**config.mk**
```make
export PLATFORM = sky130hd
export DESIGN_NAME = irqb_top
export DESIGN_NICKNAME = d
export VERILOG_FILES = /design/src/rtl/irqb_pkg.sv /design/src/rtl/irqb_cfg.sv /design/src/rtl/irqb_bank.sv /design/src/rtl/irqb_top.sv
export SDC_FILE = /design/constraint.sdc
export NUM_CORES = 1
export LEC_CHECK = 0
export BUFFER_PORTS_ARGS = -buffer_cell sky130_fd_sc_hd__buf_2
export CAP_MARGIN = 20
export CORE_AREA = 2 2 240 242
export DETAILED_ROUTE_END_ITERATION = 6
export DIE_AREA = 0 0 242 244
export PLACE_DENSITY = 0.67
export REMOVE_ABC_BUFFERS = 1
export SYNTH_ARGS = -nofsm -noshare
export SYNTH_HDL_FRONTEND = slang
export SYNTH_SLANG_ARGS = --single-unit
```
**constraint.sdc**
```tcl
create_clock -name clk -period 5.75 [get_ports clk]
set_input_delay 0.2875 -clock clk [delete_from_list [all_inputs] [get_ports clk]]
set_output_delay 0.2875 -clock clk [all_outputs]
set_load 0.01 [all_outputs]
```
**src/rtl/irqb_pkg.sv**
```systemverilog
package irqb_pkg;
  localparam int AW = 6;
  localparam int DW = 32;
  localparam int VW = 16;
  localparam logic [AW-1:0] A_MASTER = 6'd0;
  localparam logic [AW-1:0] A_DW0    = 6'd1;
  localparam logic [AW-1:0] A_DW1    = 6'd2;
  localparam logic [AW-1:0] A_SEL0   = 6'd3;
  localparam logic [AW-1:0] A_SEL1   = 6'd4;
  localparam logic [AW-1:0] A_ID0    = 6'd5;
  localparam logic [AW-1:0] A_ID1    = 6'd6;
  localparam int A_CFG = 8;

  function automatic logic [DW-1:0] ident_word(logic [3:0] cls, logic [3:0] inst,
                                               logic [VW-1:0] vec);
    return {1'b1, 7'b0, cls, inst, vec};
  endfunction
endpackage

```
**src/rtl/irqb_cfg.sv**
```systemverilog
module irqb_cfg
  import irqb_pkg::*;
#(
  parameter int NSRC = 4
) (
  input  logic                   clk,
  input  logic                   rst_n,
  input  logic                   wr,
  input  logic [AW-1:0]          addr,
  input  logic [DW-1:0]          wdata,
  output logic [2*NSRC/2*DW-1:0] en_flat,
  output logic [2*NSRC/2*DW-1:0] mk_flat,
  output logic [2*NSRC*VW-1:0]   gate
);
  localparam int NPAIR = NSRC / 2;
  localparam int NREG  = 2 * NPAIR;

  for (genvar k = 0; k < NREG; k++) begin : g_reg
    logic [DW-1:0] en_q, mk_q;
    always_ff @(posedge clk) begin
      if (!rst_n) begin
        en_q <= '0;
        mk_q <= '1;
      end else if (wr) begin
        if (addr == AW'(A_CFG + k))        en_q <= wdata;
        if (addr == AW'(A_CFG + NREG + k)) mk_q <= wdata;
      end
    end
    assign en_flat[k*DW +: DW] = en_q;
    assign mk_flat[k*DW +: DW] = mk_q;
    for (genvar h = 0; h < 2; h++) begin : g_half
      assign gate[(2*k+h)*VW +: VW] = en_q[h*VW +: VW] & ~mk_q[h*VW +: VW];
    end
  end
endmodule

```
**src/rtl/irqb_bank.sv**
```systemverilog
module irqb_bank
  import irqb_pkg::*;
#(
  parameter int         NSRC = 4,
  parameter int         LAT  = 4,
  parameter logic [3:0] CLS  = 4'd0
) (
  input  logic                 clk,
  input  logic                 rst_n,
  input  logic [NSRC*VW-1:0]   ev_bits,
  input  logic                 dw_rd,
  input  logic                 dw_wr,
  input  logic                 sel_wr,
  input  logic                 id_wr,
  input  logic [DW-1:0]        wdata,
  output logic [DW-1:0]        dw_word,
  output logic [DW-1:0]        id_word,
  output logic                 pend
);
  localparam int CW = (LAT > 1) ? $clog2(LAT) : 1;

  logic [VW-1:0]   acc_q [NSRC];
  logic [NSRC-1:0] dw_q, sh_q, svc_q, sel_q, hit, acc_nz, clr;
  logic            locked_q, busy_q, idv_q, capture, sel_ok, ack;
  logic [CW-1:0]   cnt_q;
  logic [VW-1:0]   idvec_q, cap_vec;
  logic [3:0]      idinst_q, cap_inst;

  assign capture = busy_q && (cnt_q == '0);
  assign sel_ok  = sel_wr && !busy_q && !idv_q && $onehot(wdata[NSRC-1:0])
                   && ((wdata >> NSRC) == '0);
  assign ack     = id_wr && wdata[DW-1] && idv_q;
  assign clr     = wdata[NSRC-1:0] & svc_q & ~acc_nz & {NSRC{dw_wr}};

  for (genvar s = 0; s < NSRC; s++) begin : g_src
    assign hit[s]    = |ev_bits[s*VW +: VW];
    assign acc_nz[s] = |acc_q[s];
    always_ff @(posedge clk) begin
      if (!rst_n)                 acc_q[s] <= '0;
      else if (capture && sel_q[s]) acc_q[s] <= ev_bits[s*VW +: VW];
      else                        acc_q[s] <= acc_q[s] | ev_bits[s*VW +: VW];
    end
  end

  always_comb begin
    cap_vec  = '0;
    cap_inst = '0;
    for (int s = 0; s < NSRC; s++) begin
      if (sel_q[s]) begin
        cap_vec  = cap_vec | acc_q[s];
        cap_inst = cap_inst | 4'(s);
      end
    end
  end

  // pending dword, shadow and lock
  always_ff @(posedge clk) begin
    if (!rst_n) begin
      dw_q     <= '0;
      sh_q     <= '0;
      locked_q <= 1'b0;
      svc_q    <= '0;
    end else begin
      if (dw_wr) begin
        dw_q     <= (dw_q & ~clr) | sh_q | hit;
        sh_q     <= '0;
        locked_q <= 1'b0;
      end else begin
        if (locked_q) sh_q <= sh_q | hit;
        else          dw_q <= dw_q | hit;
        if (dw_rd)    locked_q <= 1'b1;
      end
      svc_q <= (svc_q & ~clr) | (ack ? sel_q : '0);
    end
  end

  // selector and identity
  always_ff @(posedge clk) begin
    if (!rst_n) begin
      sel_q    <= '0;
      busy_q   <= 1'b0;
      cnt_q    <= '0;
      idv_q    <= 1'b0;
      idvec_q  <= '0;
      idinst_q <= '0;
    end else begin
      if (sel_ok) begin
        sel_q  <= wdata[NSRC-1:0];
        busy_q <= 1'b1;
        cnt_q  <= CW'(LAT - 1);
      end else if (capture) begin
        busy_q   <= 1'b0;
        idv_q    <= 1'b1;
        idvec_q  <= cap_vec;
        idinst_q <= cap_inst;
      end else if (busy_q) begin
        cnt_q <= cnt_q - 1'b1;
      end
      if (ack) idv_q <= 1'b0;
    end
  end

  assign dw_word = {{(DW-NSRC){1'b0}}, dw_q};
  assign id_word = idv_q ? ident_word(CLS, idinst_q, idvec_q) : '0;
  assign pend    = |dw_q;

  assert_lock_hold_R8: assert property (@(posedge clk) disable iff (!rst_n)
    (locked_q && !dw_wr) |=> ((dw_q & ~$past(dw_q)) == '0));
  assert_clear_serviced_R7: assert property (@(posedge clk) disable iff (!rst_n)
    dw_wr |=> (($past(dw_q) & ~dw_q & ~$past(svc_q)) == '0));
  assert_valid_after_select_R4: assert property (@(posedge clk) disable iff (!rst_n)
    $rose(idv_q) |-> $past(busy_q));
  assert_ack_clears_R6: assert property (@(posedge clk) disable iff (!rst_n)
    ack |=> !idv_q);
  assert_sel_ignored_R10: assert property (@(posedge clk) disable iff (!rst_n)
    (sel_wr && (busy_q || idv_q)) |=> $stable(sel_q));
endmodule

```
**src/rtl/irqb_top.sv**
```systemverilog
module irqb_top
  import irqb_pkg::*;
#(
  parameter int NSRC = 4,
  parameter int LAT  = 4
) (
  input  logic                   clk,
  input  logic                   rst_n,
  input  logic                   reg_wr,
  input  logic                   reg_rd,
  input  logic [5:0]             reg_addr,
  input  logic [31:0]            reg_wdata,
  output logic [31:0]            reg_rdata,
  input  logic [2*NSRC-1:0]      ev_valid,
  input  logic [2*NSRC*16-1:0]   ev_vec,
  output logic                   irq
);
  localparam int NPAIR = NSRC / 2;
  localparam int NREG  = 2 * NPAIR;

  logic [NREG*DW-1:0]      en_flat, mk_flat;
  logic [2*NSRC*VW-1:0]    gate, ev_bits;
  logic [DW-1:0]           dw_word [2];
  logic [DW-1:0]           id_word [2];
  logic [1:0]              pend;

  irqb_cfg #(.NSRC(NSRC)) i_cfg (
    .clk(clk), .rst_n(rst_n), .wr(reg_wr), .addr(reg_addr), .wdata(reg_wdata),
    .en_flat(en_flat), .mk_flat(mk_flat), .gate(gate)
  );

  for (genvar g = 0; g < 2*NSRC; g++) begin : g_ev
    assign ev_bits[g*VW +: VW] = ev_valid[g] ? (ev_vec[g*VW +: VW] & gate[g*VW +: VW]) : '0;
  end

  for (genvar b = 0; b < 2; b++) begin : g_bank
    irqb_bank #(.NSRC(NSRC), .LAT(LAT), .CLS(4'(b))) i_bank (
      .clk(clk), .rst_n(rst_n),
      .ev_bits(ev_bits[b*NSRC*VW +: NSRC*VW]),
      .dw_rd(reg_rd && !reg_wr && reg_addr == AW'(A_DW0 + b)),
      .dw_wr(reg_wr && reg_addr == AW'(A_DW0 + b)),
      .sel_wr(reg_wr && reg_addr == AW'(A_SEL0 + b)),
      .id_wr(reg_wr && reg_addr == AW'(A_ID0 + b)),
      .wdata(reg_wdata),
      .dw_word(dw_word[b]), .id_word(id_word[b]), .pend(pend[b])
    );
  end

  assign irq = |pend;

  always_comb begin
    int idx;
    idx = int'(reg_addr) - A_CFG;
    reg_rdata = '0;
    case (reg_addr)
      A_MASTER: reg_rdata = {30'b0, pend};
      A_DW0:    reg_rdata = dw_word[0];
      A_DW1:    reg_rdata = dw_word[1];
      A_ID0:    reg_rdata = id_word[0];
      A_ID1:    reg_rdata = id_word[1];
      default: begin
        if (idx >= 0 && idx < NREG)           reg_rdata = en_flat[idx*DW +: DW];
        else if (idx >= NREG && idx < 2*NREG) reg_rdata = mk_flat[(idx-NREG)*DW +: DW];
      end
    endcase
  end

  assert_irq_follows_dword_R3: assert property (@(posedge clk) disable iff (!rst_n)
    ((dw_word[0] | dw_word[1]) != '0) |-> irq);
endmodule

```
After elaboration in Yosys (flattened, before gate mapping)
Memories as Yosys holds them, arrays and structs flattened. Index checks and enable logic that the tools add are counted.

Input bits: 178. Memory bits (writable): 128. Memories kept: 2. Register bits after elaboration: 338.

Memories: g_bank[0].i_bank.acc_q (depth 4, width 16, rd ports 4, clocked after Yosys merged registers in 0, wr ports 4, line irqb_bank.sv:22) `logic [VW-1:0] acc_q [NSRC];`; g_bank[1].i_bank.acc_q (depth 4, width 16, rd ports 4, clocked after Yosys merged registers in 0, wr ports 4, line irqb_bank.sv:22).

Mux-type cells: 108. Shift operators: 2. Reductions and logical operators: 81. Equality and inequality tests: 19. Bitwise operators: 81. Add/sub/neg operators: 7. $lt $le $gt $ge: 4.

Operator list (count): $mux 16 (32); $and 16x16->16 (16); $reduce_or 16->1 (16); $or 16x16->16 (14); $pmux 32 s5 (1); $mux 32 (4); $not 16->16 (8); $shiftx 128x12->32 (1); $shiftx 128x13->32 (1); $mux 1 (55); $eq 6x4->1 const B (8); $and 4x4->4 (10); $or 4x4->4 (10); $logic_and 1x1->1 (33); $logic_not 32->1 (1); $mux 4 (6); $reduce_and 2->1 (12); $mux 2 (10); $eq 6x3->1 const B (3); $not 4->4 (4); $or 1x1->1 (16); $eq 6x2->1 const B (2); $reduce_bool 2->1 (4); $reduce_or 2->1 (4); other kinds (19) (31).

Depth between registers and ports, before layout
Gate-level depths: netlist of run 1. An unclocked memory read counts as a cell.

Depth in word-level cells: 10. Mapped depth: 9. Depth with buffers taken out: 8.

Cells and area by module
A second synthesis of run 1 with hierarchy kept.

Cells, all modules: 2659. Area, all modules: 25125.3 sq um.

Modules (own cells, without submodules): irqb_cfg (instances 1, area an instance 10491.3 sq um, cells each 1075); irqb_bank (instances 2, area an instance 5126.2 sq um, cells each 529); irqb_top (instances 1, area an instance 4381.7 sq um, cells each 526).

Worst setup path after synthesis of run 1
OpenSTA, ideal clock, no wires.

Path type: input port to flip-flop. From: input reg_wdata[0]. To: register g_bank[1].i_bank.sel_q[0]. Arrival time: 2164 ps. Data required time: 5678 ps. Stages: 9. Path slack: 3514 ps. Buffers on the path: 1. Cell sequence: ha_1 -> ha_1 -> fa_1 -> nor4_1 -> nand4_1 -> nor3_2 -> and4_1 -> buf_4 -> mux2i_1.

Word-level cells in the longest chain between the ends: 5.

RTL lines: start: declaration (line irqb_top.sv:12) `input logic [31:0] reg_wdata,`; $add 1x1->2 (line irqb_bank.sv:30) `assign sel_ok = sel_wr && !busy_q && !idv_q && $onehot(wdata[NSRC-1:0])`; $add 3x3->3 (line irqb_bank.sv:30); $eq 3x1->1 (line irqb_bank.sv:30); $logic_and 1x1->1 (line irqb_bank.sv:30); $logic_and 1x1->1 (line irqb_bank.sv:31) `&& ((wdata >> NSRC) == '0);`; end signal: assignment (line irqb_bank.sv:88) `sel_q <= wdata[NSRC-1:0];`; end: declaration (line irqb_bank.sv:23) `logic [NSRC-1:0] dw_q, sh_q, svc_q, sel_q, hit, acc_nz, clr;`.

Several ways; a longest one is shown, not always the timed one. A chain may end at the register's enable or synchronous reset.

Worst setup path after layout of run 1
From: input reg_addr[0]. To: output reg_rdata[1].

Word-level cells in the longest chain between the ends: 6.

RTL lines: start: declaration (line irqb_top.sv:11) `input logic [5:0] reg_addr,`; $sub 6x4->7 (line irqb_top.sv:53) `idx = int'(reg_addr) - A_CFG;`; $sub 7x4->8, or another cell as far along (line irqb_top.sv:63) `else if (idx >= NREG && idx < 2*NREG) reg_rdata = mk_flat[(idx-NREG)*DW +: DW];`; $shiftx 128x13->32 or $logic_and 1x1->1 (tied branches) (line irqb_top.sv:63); $mux 32 (line irqb_top.sv:63); $mux 32 (line irqb_top.sv:62) `if (idx >= 0 && idx < NREG) reg_rdata = en_flat[idx*DW +: DW];`; $pmux 32 s5 (*) (line irqb_top.sv:55) `case (reg_addr)`; end: declaration (line irqb_top.sv:13) `output logic [31:0] reg_rdata,`.

Every way passes the cells marked *; elsewhere a longest branch is shown, timed or not.

==> summary by stage, run 1 <==
Setup path
The signal on the critical path passes through buf_4 > nor2b_1 > and4_1 > a32oi_1 > o31a_1 > a31oi_1 > buf_2. The critical path endpoint category is a primary output. The worst register-to-register path has a setup slack of 3.19 ns.

For the worst setup path, the data required time is 5.46 ns. The worst-case reg-to-reg path depth is 7. The instance count on the critical path is 7. The worst register-to-register path ends at g_bank[0].i_bank.acc_q[2][12].

The startpoint kind of the worst setup timing path is an input pin. The critical-path cell with the highest stage delay is and4_1. The source of the worst register-to-register timing path is g_bank[0].i_bank.cnt_q[0]. The number of buffers and inverters on the critical path is 2.

The arrival time of the worst setup path is 3.51 ns. The peak fanout along the critical path is 41. On the critical path the largest part of the delay comes from simple AND/OR/NAND/NOR gates.

On the worst path, the slowest cell contributes a delay of 1.13 ns. The setup path with the least slack is of type input pin to primary output.

Placed design
The congestion estimate from routability-driven global placement came to 0.995. In this run the tool buffered the top-level ports with 210 buffer cells. The number of cells in the design after placement is 3346.

Once detailed placement completed, the half-perimeter wirelength came to 67300 um.

Clock network
The tree is rooted in a clkbuf_16. In this run, CTS created clock tree buffers numbering 48. The maximum count of clock buffers along a single path is 3.

TritonCTS built the clock tree. After clock tree synthesis, the setup repair step added 0 buffers. For the worst-skew pair, the clock arrives at the later sink with an insertion delay of 0.59 ns. The number of hold-repair buffers added at the cts stage is 0. CTS built an H-tree with a depth of 2. The clock net sink count is 462. Clock-pin slew was measured on the worst setup and hold paths at 0.06 ns. Post-CTS repair changed the size of 0 cells.

Drt
The per-cell via count in the routed design is 6.30. After detailed routing, the average wire length per cell comes to 27.6 um. In this run, the number of DRC markers left after iteration 0 of detailed routing was 3399. The first TritonRoute pass finished after 6 iterations. Wires add up to 94800 um. The DRC violations left is 0. The total via count after detailed routing is 21642. In this run the remaining antenna-violating nets after routing total 0.

STA
Setup violations remaining at the end of the flow were counted as 0. The number of hold-slack violations in the final timing report was 0. The maximum operating frequency is 0.263 GHz. The worst slew margin relative to its limit is 0.155. The worst hold slack across all endpoints is 0.0313 ns. Setup repair after global routing left no endpoint under its margin.

The slew at the pin closest to its max-slew limit is 1.27 ns. The portion of the clock cycle consumed by the worst path in the final layout is 0.661. The final-layout setup total negative slack is 0 ns. The post-layout minimum cycle time is 3.80 ns. The final max-slew violation count is 0. The clock skew is 0.0115 ns.

Global route
The initial antenna violation count was 7. The met1 usage in global routing is 0.429. For this run, global-route usage on met3 was measured as 0.0797.

The peak-usage layer in the global routing report is met2. The routing usage on met2 is 0.454. The global-route wire length before repair is 137000 um.

The number of global-route vias before repair was 20359. For this run, the total global-route usage over all layers was measured as 0.313. For this run the aggregate overflow at the end of global routing stands at 0. The pin count of the biggest net entering global routing is 172.

Layout
The number of nets in the layout is 2833. At the end of the flow the core is filled with cells to 0.462. The count of fill cells added during filler insertion is 5404. For this run, the number of standard cells in the final layout without fillers is 3437. The area occupied by multi-input gates is 11500 um2.

The sequential standard cell area is 10500 um2. Of the cells placed in the final design, the portion with a size suffix greater than 1 is 0.149. The area growth from synthesis to layout is 15.9%.

Pwr
The switching share of power is 0.239. The reported net switching power is 1.71 mW. The share of total power dissipated in the clock network is 0.453. The internal cell power is 5.46 mW. The share of total power dissipated in combinational logic is 0.062.

The power density over the cells is 276 nW/um2. Summed over all cells, the static leakage comes to 9.84 nW. After layout, the design draws a total of 7.18 mW.

The worst supply voltage drop on vdd is 0.183 mV. The share of total power dissipated in sequential elements is 0.485.

Run
The number of max-cap violations is 0.

Floorplanning
For this configuration, the core starts out at a cell density of 0.399. The standard-cell row count is 87. In this run the vertical extent of the chip is 244 um.

The standard cell core area is 56200 um2. The floorplan step defined a die boundary enclosing 59000 um2. The I/O pin total is 211. The horizontal die dimension is 242 um.

Synth
Yosys attributes the largest share of cell area to dfxtp_1 (30%), edfxtp_1 (17%), nand2_1 (12%), mux4_2 (6.4%), a21boi_0 (5.8%). Of the post-synthesis cell area, the dominant cell type holds 0.298. The synthesized design contains 128 enable-type register cells. Averaged over all synthesized cells, the footprint is 9.21 um2. By area, the combinational part of the netlist is dominated by simple AND/OR/NAND/NOR gates. Of all cell types, the one taking the most synthesized area is dfxtp_1. Of the synthesized area, sequential elements account for 0.470. After synthesis the cells add up to 22400 um2.

The count of warnings emitted by yosys is 1. After technology mapping, the gate count stands at 2432. Synthesis instantiated 54 different standard cells from the library. The simple-gate area share of the yosys netlist is 0.250. The portion of netlist area occupied by mux cells is 0.0688. Of the total synthesized cell area, the portion taken by full adders, half adders and majority gates is 0.00815. The async set or reset register ratio after synthesis is 0. The most used flip-flop cell after synthesis is dfxtp_1. The share of the synthesized area in compound gates (AO/OA/AOI/OAI) is 0.161.

The total of flip-flops plus latches after synthesis is 462. Of the total synthesized cell area, the portion taken by XOR and XNOR cells is 0.000782.

Min path
The hold path startpoint is reg_wdata[9]. The capture endpoint of the worst hold path is i_cfg.g_reg[3].en_q[9]. The worst hold path was traced through 3 stages. The path category of the worst min-delay check is input pin to flop.

Outcome
The run finished with clean final reports.
worst reg2reg max path: stages, from the launching register on:
cell,delay [ns]
dfxtp_1,0.30
inv_1,0.09
ha_1,0.19
and2_1,0.47
buf_4,0.38
nand2_1,0.53
nand2_1,0.22
a21boi_0,0.12
per-layer routing:
layer / up-vias / routed length [um]
met5: - / 66
met4: 4 / 5870
met3: 346 / 14400
met2: 1770 / 38700
met1: 10421 / 35900
li1: 9101 / -
cells in the mapped netlist (19+ instances only):
master / n
a21boi_1: 90
a21boi_0: 174
dfxtp_1: 334
o21ai_0: 47
mux4_2: 64
nand4_1: 37
nand4b_1: 128
buf_2: 44
nand2_1: 687
edfxtp_1: 128
a31oi_1: 35
nand3_1: 149
nor4_1: 37
o21ai_1: 19
nor2_1: 37
a22oi_1: 117
clkbuf_1: 159
registers in the layout, summed over array words and instances (netlist names), 4 cells and up:
register                count
g_bank.i_bank.sel_q         8
g_bank.i_bank.idvec_q      32
g_bank.i_bank.dw_q          8
g_bank.i_bank.idinst_q      4
g_bank.i_bank.acc_q       128
g_bank.i_bank.svc_q         8
g_bank.i_bank.cnt_q         4
g_bank.i_bank.sh_q          8
i_cfg.g.mk_q              128
i_cfg.g.en_q              128
stage by stage:
stage               setup WS [ns]  cell area (um2)
global route                 1.90            26000
finish                       1.95            26000
floorplan                    3.14            22000
detailed placement           2.13            24300
global placement             2.24            24300
CTS                          2.12            25900
final cells by class:
cell class              instances  area share
well taps                     756      0.0364
flip-flops and latches        462       0.406
multi-input cells            1874       0.443
repair buffers                247      0.0520
inverters                       8     0.00116
clock buffers                  72      0.0537
diodes                          2    0.000193
clock inverters                16     0.00814
power groups by stage:
| stage | Clock (mW) | Combinational [mW] | Sequential (mW) |
|---|---|---|---|
| after floorplan | 0 | 0.153 | 3.52 |
| after global placement | 0 | 0.415 | 3.55 |
| after detailed placement | 0 | 0.423 | 3.55 |
| after CTS | 3.26 | 0.425 | 3.48 |
| after global routing | 3.40 | 0.466 | 3.49 |
| final | 3.25 | 0.445 | 3.48 |
how the worst max path moves through the flow:
stage           startpoint      endpoint  slack [ns]
6_report       reg_addr[0]  reg_rdata[1]        1.95
5_1_grt        reg_addr[0]  reg_rdata[1]        1.90
4_1_cts        reg_addr[0]  reg_rdata[1]        2.12
3_5_place_dp   reg_addr[0]  reg_rdata[1]        2.13
3_3_place_gp   reg_addr[0]  reg_rdata[1]        2.24
2_1_floorplan  reg_addr[3]  reg_rdata[0]        3.14
layout by cell type, fill, tap and decap left out, types with 16 or more instances in the layout:
| master | netlist | routed |
|---|---|---|
| a21boi_0 | 174 | 174 |
| nand2_1 | 687 | 687 |
| a21boi_1 | 90 | 90 |
| clkbuf_16 | 0 | 50 |
| o21ai_0 | 47 | 47 |
| buf_4 | 8 | 38 |
| nand4b_1 | 128 | 128 |
| clkbuf_1 | 159 | 16 |
| nor2_1 | 37 | 30 |
| dfxtp_1 | 334 | 334 |
| nor4_1 | 37 | 37 |
| conb_1 | 1 | 128 |
| o21ai_1 | 19 | 19 |
| nand3_1 | 149 | 146 |
| mux4_2 | 64 | 64 |
| edfxtp_1 | 128 | 128 |
| nand4_1 | 37 | 37 |
| a31oi_1 | 35 | 35 |
| a22oi_1 | 117 | 117 |
| buf_2 | 44 | 207 |
logic make-up (layout without fill, tap and decap cells):
| logic type | count (synthesis) | count (layout) |
|---|---|---|
| AO/OA/AOI/OAI | 505 | 505 |
| XOR/XNOR | 2 | 2 |
| adder cells (fa/ha/maj) | 14 | 14 |
| buffers and inverters | 223 | 343 |
| flip-flops | 462 | 462 |
| multiplexers | 74 | 74 |
| other | 1 | 130 |
| AND/OR/NAND/NOR | 1151 | 1151 |
Power figures use the tool's default switching activity.
==> inputs of run 2 (changes only) <==
- clock period: 5.75 -> 3.8 ns (I/O delays scaled with it)
==> run 2 against run 1 <==
Against the previous run: the run now ends with design-rule violations left; critical path depth rose by 4; highest routed layer is now met4; largest power group unchanged; combinational power rose by 60%; register-to-register slack got worse by 1.8 ns; worst setup slack got worse by 1.2 ns; sequential share of layout area fell by 0.69 points; sequential cell count did not move; final cell count rose by 1.2%; sequential power rose by 51%; hold slack improved by 0.0026 ns.
==> summary by stage, run 2 (same netlist as run 1, synthesis figures left out) <==
Outcome
The run finished, with violations left. The final reports fail on design-rule violations.

Pwr
The internal cell power was 8.12 mW (+49%). The worst supply voltage drop on vdd is 0.319 mV (+74%). The power density over the cells is 409 nW/um2 (+48%).

The post-route total power is 10.8 mW (+50%). The proportion of power drawn by combinational gates was 0.066 (+0.004). The part of the power in the clock network is 0.445 (-0.008). The leakage dissipation is 10.1 nW (+2.2%).

The sequential power share came to 0.489 (+0.004). The switching share of power is 0.248 (+0.00916). The reported net switching power is 2.68 mW (+56%).

STA
The slew at the pin closest to its max-slew limit is 1.18 ns (-0.0843 ns). The portion of the clock cycle consumed by the worst path in the final layout is 0.792. The number of hold-slack violations in the final timing report came to 0 (unchanged). The setup violation total in the final timing report is 0 (unchanged). The worst slew margin relative to its limit is 0.204 (+0.0489).

Derived from the worst setup path, the maximum achievable clock frequency is 0.332 GHz. The post-layout minimum cycle time is 3.01 ns. Setup repair after global routing left no endpoint under its margin. The final max-slew violation count is 0 (unchanged). The final-layout setup total negative slack is 0 ns (unchanged). The clock skew is 0.0257 ns (+0.0142 ns).

Global route
The total overflow reported by the global router came to 0 (unchanged). The initial antenna violation count is 2 (-5). The total routing usage reported by global routing is 0.312 (-0.00107).

The number of global-route vias before repair is 20520 (+0.79%). The global-route wire length before repair is 137000 um (about the same). The pin count of the biggest net entering global routing came to 132 (-23%).

Drt
The met2 layer wire length in the routed design came to 39000 um (+0.84%). The wire length per cell was 27.3 um (-1.2%). The per-cell via count in the routed design is 6.23 (-1.0%). The detailed-route wire length on metal 1 is 35900 um (unchanged). The DRC violations left is 2 (+2). The first-pass iteration count of the detailed router is 7 (+1).

The iteration-0 DRC count of the detailed router is 3344 (-1.6%). The routed length on met3 is 14500 um (+0.83%). The post-detailed-routing wire length is 94900 um (about the same). The total via count after detailed routing is 21685 (+0.20%). The remaining number of nets flagged by the antenna check after routing is 0 (unchanged).

The top routing layer in use is met4.

Clock network
The number of levels in the clock H-tree is 2 (unchanged). The clock insertion delay at the later pin of the skew report is 0.62 ns (+0.03 ns). The clock buffer count from CTS was 49 (+2.1%).

TritonCTS built the clock tree. The clock edge transition at the registers on the reported setup and hold paths is 0.06 ns (about the same). The quantity of gates resized following cts came to 0 (unchanged).

The clock net sink count was 462 (unchanged). In this run the clock root is driven by a clkbuf_16. The maximum count of clock buffers along a single path is 3 (unchanged).

Layout
The count of fill cells added during filler insertion is 5385 (-0.35%). The area occupied by multi-input gates was 11500 um2 (unchanged). The sequential standard cell area came to 10500 um2 (unchanged). Leaving out fill and tap cells, the most frequent cells in the layout are nand2_1 (687), dfxtp_1 (334), buf_2 (207). The fraction of final layout cells with drive strength greater than 1 is 0.152 (+0.00316).

The number of nets in the layout came to 2875 (+1.5%). The largest registers in the layout are g_bank.i_bank.acc_q (128), i_cfg.g.en_q (128), i_cfg.g.mk_q (128). The area growth from synthesis to layout is 17.9%. The leading cell type in the layout, fill and taps excluded is nand2_1.

Setup path
The peak per-stage delay on the critical path came to 0.35 ns (-0.78 ns). The signal on the critical path passes through buf_2 > inv_1 > ha_1 > or2_1 > o21a_1 > nor3_4 > buf_4 > buf_4 > a22oi_1 > o21bai_1 > buf_2. The worst setup path is captured at a primary output. STA classifies the critical path startpoint as an input pin. The peak fanout along the critical path is 14 (-66%).

The arrival time of the worst setup path was 2.82 ns (-0.69 ns). The critical-path cell with the highest stage delay is buf_4. The data required time at the worst endpoint came to 3.61 ns (-1.85 ns).

The worst setup path is of the input pin to primary output kind.

Floorplanning
The I/O pin total is 211 (unchanged). The standard cell core area is 56200 um2 (unchanged). The horizontal die dimension is 242 um (unchanged). The effective utilization at floorplan is 0.399 (unchanged). The height of the die is 244 um (unchanged). The standard-cell row count is 87 (unchanged). The area enclosed by the die boundary is 59000 um2 (unchanged).

Run
The number of max-cap violations is 0 (unchanged).

Placed design
The post-DP HPWL came to 68000 um (+1.1%). The count of buffers from port buffering is 210 (unchanged). The routability-driven placement congestion ratio was 0.993 (-0.20%).

Min path
The path category of the worst min-delay check is input pin to flop.
-- run 2: cell count changes in the layout (fill, tap and decap cells not counted), sizes merged --
cell         previous run  this run
clkinv                 10        21
buf                   247       257
bufinv                  5         3
clkbuf                 72        62
diode                   2         1
dlygate4sd3             0        31
inv                     8        12
clkinvlp                1         0
-- run 2: final cells by class --
class                   instances  share of cell area
diodes                          1           0.0000947
clock buffers                  62              0.0506
well taps                     756              0.0358
flip-flops and latches        462               0.399
clock inverters                28             0.00824
repair buffers                288              0.0702
multi-input cells            1874               0.435
inverters                       8             0.00114
-- run 2: repair_timing --
action                                  4_1_cts  5_1_grt
setup buffers                                 0        0
endpoints found under the setup margin        0        0
hold endpoints to repair                    221        0
hold buffers                                 31        0
-- run 2: power by group through the flow --
stage / combinational [mW] / clock, mW / sequential [mW]
after global placement: 0.642 / 0 / 5.37
after detailed placement: 0.654 / 0 / 5.38
after global routing: 0.747 / 5.00 / 5.28
after floorplan: 0.232 / 0 / 5.33
final: 0.712 / 4.81 / 5.27
after CTS: 0.683 / 4.81 / 5.27
-- run 2: worst max-delay path: cells and delay by family --
family | cells | cell delay (ns)
AO/OA/AOI/OAI | 3 | 0.64
AND/OR/NAND/NOR | 2 | 0.56
adder cells (fa/ha/maj) | 1 | 0.25
buffers and inverters | 5 | 1.15
-- run 2: per-stage QoR --
step	worst slack, ns	utilization	cells	hold WS [ns]	area (um2)
2_1_floorplan	1.39	-	2344	0.262	22000
3_3_place_gp	1.05	0.437	3357	0.431	24500
3_5_place_dp	0.860	0.437	3357	0.439	24500
4_1_cts	0.931	0.470	3478	0.0187	26400
5_1_grt	0.764	0.470	3478	0.0425	26400
6_report	0.791	0.470	3479	0.0339	26400
-- run 2: worst paths after layout --
check | start | endpoint | slack, ns | cells past startpoint
worst max-delay path | reg_addr[3] | reg_rdata[20] | 0.79 | 11
worst min-delay path | reg_wdata[1] | i_cfg.g_reg[3].en_q[1] | 0.03 | 3
worst max register to register | g_bank[1].i_bank.cnt_q[0] | g_bank[1].i_bank.acc_q[0][9] | 1.43 | 6
worst min register to register | g_bank[0].i_bank.sh_q[2] | g_bank[0].i_bank.sh_q[2] | 0.46 | 2
-- run 2: layer usage --
layer,vias to the layer above,global-route usage
met5,-,0
met4,0,0.159
met2,1774,0.450
met1,10442,0.426
li1,9177,-
met3,292,0.0871
